<file path="src/rtl/wat_pkg.sv">
package wat_pkg;
  localparam int PS_W = 3;
  localparam int SRC_W = 2;
  localparam int CTRL_W = 8;

  localparam int OFS_CTRL = 'h00;
  localparam int OFS_CNT  = 'h04;
  localparam int OFS_MOD  = 'h08;
  localparam int OFS_INIT = 'h4C;

  typedef enum logic [SRC_W-1:0] {
    SRC_OFF  = 2'd0,
    SRC_RSV1 = 2'd1,
    SRC_REF  = 2'd2,
    SRC_RSV3 = 2'd3
  } src_e;

  typedef struct packed {
    logic            flag;
    logic            ie;
    logic            rsv;
    src_e            src;
    logic [PS_W-1:0] ps;
  } ctrl_t;
endpackage

</file>
<file path="src/rtl/wat_prescaler.sv">
module wat_prescaler #(
  parameter int PS_W = 3
) (
  input  logic            clk,
  input  logic            rst,
  input  logic            ref_tick,
  input  logic            run,
  input  logic [PS_W-1:0] ps,
  input  logic            restart,
  output logic            count_tick
);
  localparam int DIV_W = (1 << PS_W) - 1;

  logic [DIV_W-1:0] div_q;
  logic [DIV_W-1:0] limit;
  logic             hit;

  always_comb begin
    limit = ~({DIV_W{1'b1}} << ps);
    hit   = (div_q == limit);
    count_tick = run & ref_tick & ~restart & hit;
  end

  always_ff @(posedge clk) begin
    if (rst || restart) begin
      div_q <= '0;
    end else if (run && ref_tick) begin
      div_q <= hit ? '0 : div_q + 1'b1;
    end
  end
endmodule

</file>
<file path="src/rtl/wat_counter.sv">
module wat_counter #(
  parameter int CNT_W = 16
) (
  input  logic             clk,
  input  logic             rst,
  input  logic             count_tick,
  input  logic             cnt_load,
  input  logic [CNT_W-1:0] init_val,
  input  logic [CNT_W-1:0] mod_val,
  output logic [CNT_W-1:0] cnt,
  output logic             wrap
);
  logic at_limit;

  always_comb begin
    at_limit = (cnt == mod_val);
    wrap     = count_tick & ~cnt_load & at_limit;
  end

  always_ff @(posedge clk) begin
    if (rst) begin
      cnt <= '0;
    end else if (cnt_load) begin
      cnt <= init_val;
    end else if (count_tick) begin
      cnt <= at_limit ? init_val : cnt + 1'b1;
    end
  end
endmodule

</file>
<file path="src/rtl/wat_regs.sv">
module wat_regs
  import wat_pkg::*;
#(
  parameter int CNT_W  = 16,
  parameter int ADDR_W = 8,
  parameter int DATA_W = 32
) (
  input  logic              clk,
  input  logic              rst,
  input  logic              wr_en,
  input  logic              rd_en,
  input  logic [ADDR_W-1:0] addr,
  input  logic [DATA_W-1:0] wdata,
  input  logic [CNT_W-1:0]  cnt,
  input  logic              wrap,
  output ctrl_t             ctrl,
  output logic [CNT_W-1:0]  mod_val,
  output logic [CNT_W-1:0]  init_val,
  output logic              cnt_load,
  output logic              restart,
  output logic [DATA_W-1:0] rd_data
);
  logic sel_ctrl, sel_cnt, sel_mod, sel_init;
  logic ctrl_wr;
  ctrl_t wr_ctrl;
  logic [DATA_W-1:0] rd_mux;

  always_comb begin
    sel_ctrl = (addr == ADDR_W'(OFS_CTRL));
    sel_cnt  = (addr == ADDR_W'(OFS_CNT));
    sel_mod  = (addr == ADDR_W'(OFS_MOD));
    sel_init = (addr == ADDR_W'(OFS_INIT));
    ctrl_wr  = wr_en & sel_ctrl;
    cnt_load = wr_en & sel_cnt;
    wr_ctrl  = ctrl_t'(wdata[CTRL_W-1:0]);
    restart  = ctrl_wr & ((wr_ctrl.ps != ctrl.ps) | (wr_ctrl.src != ctrl.src));
  end

  always_comb begin
    rd_mux = '0;
    if (sel_ctrl) begin
      rd_mux = DATA_W'({ctrl.flag, ctrl.ie, 1'b0, ctrl.src, ctrl.ps});
    end else if (sel_cnt) begin
      rd_mux = DATA_W'(cnt);
    end else if (sel_mod) begin
      rd_mux = DATA_W'(mod_val);
    end else if (sel_init) begin
      rd_mux = DATA_W'(init_val);
    end
  end

  always_ff @(posedge clk) begin
    if (rst) begin
      ctrl     <= '0;
      mod_val  <= '1;
      init_val <= '0;
      rd_data  <= '0;
    end else begin
      if (ctrl_wr) begin
        ctrl.ps  <= wr_ctrl.ps;
        ctrl.src <= wr_ctrl.src;
        ctrl.ie  <= wr_ctrl.ie;
      end
      ctrl.rsv  <= 1'b0;
      ctrl.flag <= wrap | (ctrl.flag & ~(ctrl_wr & ~wr_ctrl.flag));
      if (wr_en && sel_mod) begin
        mod_val <= wdata[CNT_W-1:0];
      end
      if (wr_en && sel_init) begin
        init_val <= wdata[CNT_W-1:0];
      end
      if (rd_en) begin
        rd_data <= rd_mux;
      end
    end
  end
endmodule

</file>
<file path="src/rtl/wakeup_alarm_timer.sv">
module wakeup_alarm_timer
  import wat_pkg::*;
#(
  parameter int CNT_W  = 16,
  parameter int ADDR_W = 8,
  parameter int DATA_W = 32
) (
  input  logic              clk,
  input  logic              rst,
  input  logic              ref_tick,
  input  logic              wr_en,
  input  logic              rd_en,
  input  logic [ADDR_W-1:0] addr,
  input  logic [DATA_W-1:0] wdata,
  output logic [DATA_W-1:0] rd_data,
  output logic              irq
);
  ctrl_t            ctrl;
  logic [CNT_W-1:0] cnt;
  logic [CNT_W-1:0] mod_val;
  logic [CNT_W-1:0] init_val;
  logic             cnt_load;
  logic             restart;
  logic             count_tick;
  logic             wrap;
  logic             flag;
  logic             irq_en;
  src_e             src;

  assign flag   = ctrl.flag;
  assign irq_en = ctrl.ie;
  assign src    = ctrl.src;

  wat_regs #(.CNT_W(CNT_W), .ADDR_W(ADDR_W), .DATA_W(DATA_W)) u_regs (
    .clk(clk), .rst(rst), .wr_en(wr_en), .rd_en(rd_en), .addr(addr),
    .wdata(wdata), .cnt(cnt), .wrap(wrap), .ctrl(ctrl), .mod_val(mod_val),
    .init_val(init_val), .cnt_load(cnt_load), .restart(restart),
    .rd_data(rd_data)
  );

  wat_prescaler #(.PS_W(PS_W)) u_presc (
    .clk(clk), .rst(rst), .ref_tick(ref_tick), .run(src == SRC_REF),
    .ps(ctrl.ps), .restart(restart), .count_tick(count_tick)
  );

  wat_counter #(.CNT_W(CNT_W)) u_cnt (
    .clk(clk), .rst(rst), .count_tick(count_tick), .cnt_load(cnt_load),
    .init_val(init_val), .mod_val(mod_val), .cnt(cnt), .wrap(wrap)
  );

  always_ff @(posedge clk) begin
    if (rst) begin
      irq <= 1'b0;
    end else begin
      irq <= flag & irq_en;
    end
  end
endmodule

</file>
<file path="config.mk">
export PLATFORM = sky130hd
export DESIGN_NAME = wakeup_alarm_timer
export DESIGN_NICKNAME = d
export VERILOG_FILES = /design/src/rtl/wat_pkg.sv /design/src/rtl/wat_prescaler.sv /design/src/rtl/wat_counter.sv /design/src/rtl/wat_regs.sv /design/src/rtl/wakeup_alarm_timer.sv
export SDC_FILE = /design/constraint.sdc
export NUM_CORES = 1
export LEC_CHECK = 0
export BUFFER_PORTS_ARGS = -buffer_cell sky130_fd_sc_hd__buf_2
export CORE_ASPECT_RATIO = 0.8
export CORE_MARGIN = 2
export CORE_UTILIZATION = 56
export DETAILED_ROUTE_END_ITERATION = 10
export PLACE_DENSITY = 0.8
export SLEW_MARGIN = 0
export SYNTH_ARGS = -nofsm -noshare
export SYNTH_HDL_FRONTEND = slang
export SYNTH_SLANG_ARGS = --single-unit
</file>
<file path="constraint.sdc">
create_clock -name clk -period 3.34 [get_ports clk]
set_input_delay 0.167 -clock clk [delete_from_list [all_inputs] [get_ports clk]]
set_output_delay 0.167 -clock clk [all_outputs]
set_load 0.02 [all_outputs]
</file>
==> metrics.cfg, run 1 <==
[status]
status=completed

[global_route]
grt_pass1_vias=3659
overflow=0
grt_max_degree=48
antenna_found_initial=0
track_usage=0.277
grt_pass1_wl_um=18100

[finish]
final_util=0.636
syn2layout_area_growth_pct=10.0
final_layout_size_suffix_gt1_frac=0.142
regArea_sq_um=1580
instances_no_fill=670
antenna_cells=0
fillerInstances=602
multi_input_area_sq_um=2450
layout.nets=607

[detailed_routing]
drt_iter0_drc=364
viasPerCell=6.10
routed_wl_um=11100
drtPass1Iterations=8
vias=4085
final_antenna_net_count=0
wl_per_cell_um=16.5
drc_errors=0

[worst_setup_path]
startpoint=u_regs.ctrl[1]$_SDFFE_PP0P_
path_max_fanout=19
rrSetupSlack_ns=0.77
critical_path_required_ns=3.63
cp-endpoint=u_cnt.cnt[9]$_SDFFE_PP0P_
cp-end-kind=flip-flop
worstSetupPathType=reg -> reg
r2r-end=u_cnt.cnt[9]$_SDFFE_PP0P_
r2r_start=u_regs.ctrl[1]$_SDFFE_PP0P_
r2r_cells=7
arrival_ns=2.86
start_kind=flip-flop

[clocking]
cts-resized-gates=0
cts_tree=built
h-tree-depth=3
path_clk_slew_ns=0.09
clock_sinks=79
post_cts_buffers=0
cts_root_buffer=clkbuf_8
cts_made_buffers=9
clock_latency_ns=0.37
cts_buffer_depth=2
hold_buffers=0

[synthesis]
yosys_register_bits=79
yosysSeqAreaShare=0.370
netlist_area_sq_um=4270
synthCells=535
async_reset_ff_frac=0
synth_cell_types=49
yosys_warnings=0
synth_flop_cell=dfxtp_1
avgSynthCellArea_sq_um=7.99
synth_edf_count=0

[power]
netSwitchingPower_uw=481
power_frac_comb=0.049
power.share.clock=0.433
ir_drop_mv=0.354
leakagePower_uw=0.00176
seq_power_share=0.518
swShare=0.264
p_int_uw=1340
power.density_nw_per_um2=387

[worst_hold_path]
min_path_cells=3
worstHoldPathType=in -> reg

[floorplanning]
ioPinCount=78
die_h_um=82.1
die-area_sq_um=8350
rows=28
die_width_um=102
core_sq_um=7390
initial_core_util=0.578

[sta]
min_period_ns=2.57
rsz0062_at_grt=false
worst_slew_pin_slew_ns=0.926
post-route-period-util=0.769
setup_viol=0
fin_skew_ns=0.00924
finalHoldViolCount=0
max_freq_mhz=389
report.final.slew_viol_count=0
relSlewSlack=0.382
setup-tns-final_ns=0

[placed_design]
portBuffers=45
place_congestion=0.840
dp_cells=654
dp_hpwl_um=7430

[job]
drv_cap=0

[registers in the layout, summed over array words and instances (netlist names)]
name             cells
u_regs.mod_val      16
u_regs.init_val     16
u_regs.rd_data      16
u_regs.ctrl          7
irq                  1
u_presc.div_q        7
u_cnt.cnt           16
[placed cells by master (no fill, tap or decap), types with 4 or more instances in the layout]
master,count
or4_1,4
nand3b_1,16
xnor2_1,6
or3_1,4
o211ai_1,13
nor2_1,55
nand3_1,29
a21oi_1,49
buf_4,12
nor3_1,9
nor4_1,7
a221oi_1,8
a22o_1,8
xor2_1,24
nand4b_1,8
nand2_1,67
buf_2,45
dfxtp_1,79
inv_8,4
clkbuf_8,9
a222oi_1,9
and3_1,4
conb_1,16
a21boi_0,5
a31oi_1,6
mux2i_1,21
o21ai_0,15
[critical path, stage by stage (launching register included)]
cell     delay, ns
dfxtp_1       0.44
or4_1         0.50
o22ai_1       0.14
a31oi_1       0.08
or4_1         0.68
buf_4         0.27
a22o_1        0.24
a21oi_1       0.14
[cell families after synthesis]
kind of cell	share of synthesized area
AO/OA/AOI/OAI	0.186
XOR/XNOR	0.0615
adder cells (fa/ha/maj)	0.00585
buffers and inverters	0.0720
flip-flops	0.370
multiplexers	0.0492
other	0.000877
AND/OR/NAND/NOR	0.255
[synthesized netlist by cell type (2+ instances only)]
| cell | count | area, sq um |
|---|---|---|
| a21boi_0 | 5 | 37.5 |
| a21oi_1 | 49 | 245 |
| a221oi_1 | 8 | 70.1 |
| a222oi_1 | 9 | 90.1 |
| a22o_1 | 8 | 70.1 |
| a31oi_1 | 6 | 37.5 |
| and2_0 | 2 | 12.5 |
| and2_1 | 2 | 12.5 |
| and3_1 | 4 | 25.0 |
| and4_1 | 2 | 17.5 |
| buf_1 | 2 | 7.51 |
| buf_2 | 3 | 15.0 |
| buf_4 | 16 | 120 |
| buf_6 | 2 | 22.5 |
| clkbuf_1 | 35 | 131 |
| dfxtp_1 | 79 | 1580 |
| ha_1 | 2 | 25.0 |
| inv_1 | 2 | 7.51 |
| mux2i_1 | 21 | 210 |
| nand2_1 | 67 | 251 |
| nand3_1 | 29 | 145 |
| nand3b_1 | 16 | 120 |
| nand4_1 | 2 | 12.5 |
| nand4b_1 | 8 | 70.1 |
| nor2_1 | 55 | 206 |
| nor3_1 | 10 | 50.1 |
| nor4_1 | 7 | 43.8 |
| nor4b_1 | 2 | 17.5 |
| o211ai_1 | 13 | 97.6 |
| o21ai_0 | 15 | 75.1 |
| or2_2 | 2 | 12.5 |
| or3_1 | 4 | 25.0 |
| or4_1 | 4 | 30.0 |
| xnor2_1 | 6 | 52.6 |
| xor2_1 | 24 | 210 |
[area by class of cell]
type	count	share of cell area
multi-input cells	410	0.520
flip-flops and latches	79	0.336
repair buffers	57	0.0671
well taps	105	0.0279
clock buffers	9	0.0263
clock inverters	7	0.0197
inverters	3	0.00239
[stage by stage]
step / cell area [sq um] / worst slack (ns) / power, uW / hold WS, ns
after floorplan: 4330 / 0.987 / 1040 / 0.288
final: 4700 / 0.772 / 1820 / 0.0197
after global routing: 4700 / 0.631 / 1870 / 0.0292
after detailed placement: 4490 / 0.806 / 1050 / 0.396
after global placement: 4490 / 0.855 / 1050 / 0.397
after CTS: 4700 / 0.789 / 1830 / 0.00649
[power groups by stage]
stage          sequential, uW  clock [uW]  combinational, uW
6_report                  944         788               89.1
2_1_floorplan             966           0               69.4
5_1_grt                   944         833               96.6
3_3_place_gp              966           0               85.8
4_1_cts                   944         796               87.4
3_5_place_dp              966           0               86.8
[layer usage]
layer  wire [um]  vias up  GRT usage
met5           0        -          0
met3        1260       26     0.0749
met2        4810      248      0.418
met4         188        0     0.0959
met1        4800     1869      0.384
li1            -     1942          -
[worst min path at each step]
stage                                 endpoint  startpoint
3_5_place_dp    u_regs.mod_val[8]$_SDFFE_PP1P_    wdata[8]
4_1_cts         u_regs.mod_val[8]$_SDFFE_PP1P_    wdata[8]
5_1_grt         u_regs.mod_val[8]$_SDFFE_PP1P_    wdata[8]
6_report        u_regs.mod_val[8]$_SDFFE_PP1P_    wdata[8]
2_1_floorplan   u_regs.mod_val[1]$_SDFFE_PP1P_    wdata[1]
3_3_place_gp   u_regs.mod_val[11]$_SDFFE_PP1P_   wdata[11]
Power figures use the tool's default switching activity.
==> inputs of run 2 (changes only) <==
--- a/config.mk
+++ b/config.mk
@@ -8,9 +8,9 @@
 export BUFFER_PORTS_ARGS = -buffer_cell sky130_fd_sc_hd__buf_2
 export CORE_ASPECT_RATIO = 0.8
 export CORE_MARGIN = 2
-export CORE_UTILIZATION = 56
+export CORE_UTILIZATION = 51
 export DETAILED_ROUTE_END_ITERATION = 10
-export PLACE_DENSITY = 0.8
+export PLACE_DENSITY = 0.77
 export SLEW_MARGIN = 0
 export SYNTH_ARGS = -nofsm -noshare
 export SYNTH_HDL_FRONTEND = slang
==> constraint.sdc (replaced) <==
create_clock -name clk -period 2.1 [get_ports clk]
set_input_delay 0.105 -clock clk [delete_from_list [all_inputs] [get_ports clk]]
set_output_delay 0.105 -clock clk [all_outputs]
set_load 0.02 [all_outputs]
==> metrics.cfg, run 2 (same netlist as run 1, synthesis figures left out) <==
[status]
status=finished, violations left
violations=setup timing

[clocking]
clock_latency_ns=0.38
clock_sinks=79
cts_made_buffers=9
cts_buffer_depth=2
path_clk_slew_ns=0.09
h-tree-depth=3
cts_tree=built
cts_root_buffer=clkbuf_8

[finish]
regArea_sq_um=1580
instances_no_fill=723
final_common_cell=dfxtp_1
antenna_cells=0
layout.nets=657
syn2layout_area_growth_pct=23.3
multi_input_area_sq_um=2510
layout_common_cells=77 x dfxtp_1, 67 x nand2_1, 54 x nor2_1
final_layout_size_suffix_gt1_frac=0.215
fillerInstances=635

[worst_setup_path]
cpPeakStageDelay_ns=0.65
crit_buf_inv=1
worstSetupPathType=reg -> reg
start_kind=flip-flop
path_max_fanout=12
cp-end-kind=flip-flop
slowest_stage=or4_4
arrival_ns=2.53
crit_chain=or4_4 -> o22ai_2 -> a31oi_2 -> or4_4 -> buf_16 -> o211ai_1 -> a21oi_2
crit_family=simple AND/OR/NAND/NOR gates
critical_path_required_ns=2.33
crit_top_cell=or4_4

[detailed_routing]
drt_iter0_drc=480
vias=4376
drtPass1Iterations=7
final_antenna_net_count=0
drc_errors=0
viasPerCell=6.05
routed_wl_um=12300
wl_per_cell_um=17.1

[floorplanning]
ioPinCount=78
die_width_um=106
rows=29
initial_core_util=0.533
die_h_um=85.9
core_sq_um=8020
die-area_sq_um=9130

[power]
power.density_nw_per_um2=571
design_power_total_uw=3010
leakagePower_uw=0.00206
ir_drop_mv=0.557

[sta]
report.final.slew_viol_count=0
finalHoldViolCount=0
rsz0062_at_grt=true
setup_viol=17
fin_skew_ns=0.0145
max_freq_mhz=435
worst_slew_pin_slew_ns=0.741
worst_slack_ns=-0.200
post-route-period-util=1.10
min_period_ns=2.30
relSlewSlack=0.506

[worst_hold_path]
worstHoldPathType=in -> reg

[global_route]
antenna_found_initial=0
grt_pass1_vias=4070
track_usage=0.279
grt_pass1_wl_um=20300
overflow=0
grt_max_degree=73

[placed_design]
portBuffers=45
dp_slack_ns=-0.187
place_congestion=0.891
dp_cells=692
dp_hpwl_um=8380

[job]
drv_cap=0

==> run 2: changes by cell type in the layout (fill, tap and decap cells not counted), sizes merged <==
cell         before  now
buf              57   96
bufinv            1    2
inv               8    7
dlygate4sd3       0   11
==> run 2: path summary, 6_finish.rpt <==
check                                                    from                             end  slack, ns  cells after the start
worst max register to register  u_presc.div_q[0]$_SDFFE_PP0N_      u_cnt.cnt[12]$_SDFFE_PP0P_      -0.20                      7
worst min register to register    u_regs.ctrl[6]$_SDFFE_PP0P_                  irq$_SDFF_PP0_       0.47                      2
worst min-delay path                                 wdata[3]  u_regs.mod_val[3]$_SDFFE_PP1P_       0.02                      3
worst max-delay path            u_presc.div_q[0]$_SDFFE_PP0N_      u_cnt.cnt[12]$_SDFFE_PP0P_      -0.20                      7
==> run 2: repair_timing <==
action | CTS | global route
gates resized for setup | 9 | 7
pin swaps | 18 | 1
hold endpoints to repair | 18 | 0
hold buffers | 11 | 0
setup endpoints to repair | 17 | 20
buffers inserted | 2 | 0
gates cloned | 2 | 0
==> run 2: report_power, final <==
group,switching [uW],total (uW),internal [uW],leakage [uW]
combinational,105,165,59.5,0.00131
sequential,1.85,1500,1500,0.000638
clock,651,1350,695,0.000117
==> run 2: per-stage QoR <==
stage               hold slack (ns)  setup TNS, ns   util  area, sq um
floorplan                     0.226          -2.23      -         4350
global placement              0.330          -1.31  0.598         4800
detailed placement            0.336          -2.43  0.598         4800
CTS                          0.0237          -1.97  0.653         5230
global route                 0.0267          -3.70  0.657         5270
finish                       0.0250          -2.74  0.657         5270
==> run 2: final cells by class <==
class / count / share of cell area
multi-input combinational: 410 / 0.476
sequential: 79 / 0.301
timing repair buffer: 107 / 0.152
tap: 108 / 0.0256
clock buffer: 9 / 0.0235
clock inverter: 7 / 0.0202
inverter: 3 / 0.00214
==> run 2: tightest hold or removal path, delay by kind of cell <==
family        cells  cell delay, ns
buf+inv           1            0.13
simple gates      2            0.13
==> run 2: per-layer routing <==
metal | part of all wire | vias to the layer above | global-route usage
met5 | 0 | - | 0
met4 | 0.021 | 0 | 0.0897
met3 | 0.11 | 31 | 0.0714
met2 | 0.43 | 281 | 0.410
met1 | 0.44 | 2018 | 0.400
li1 | - | 2046 | -
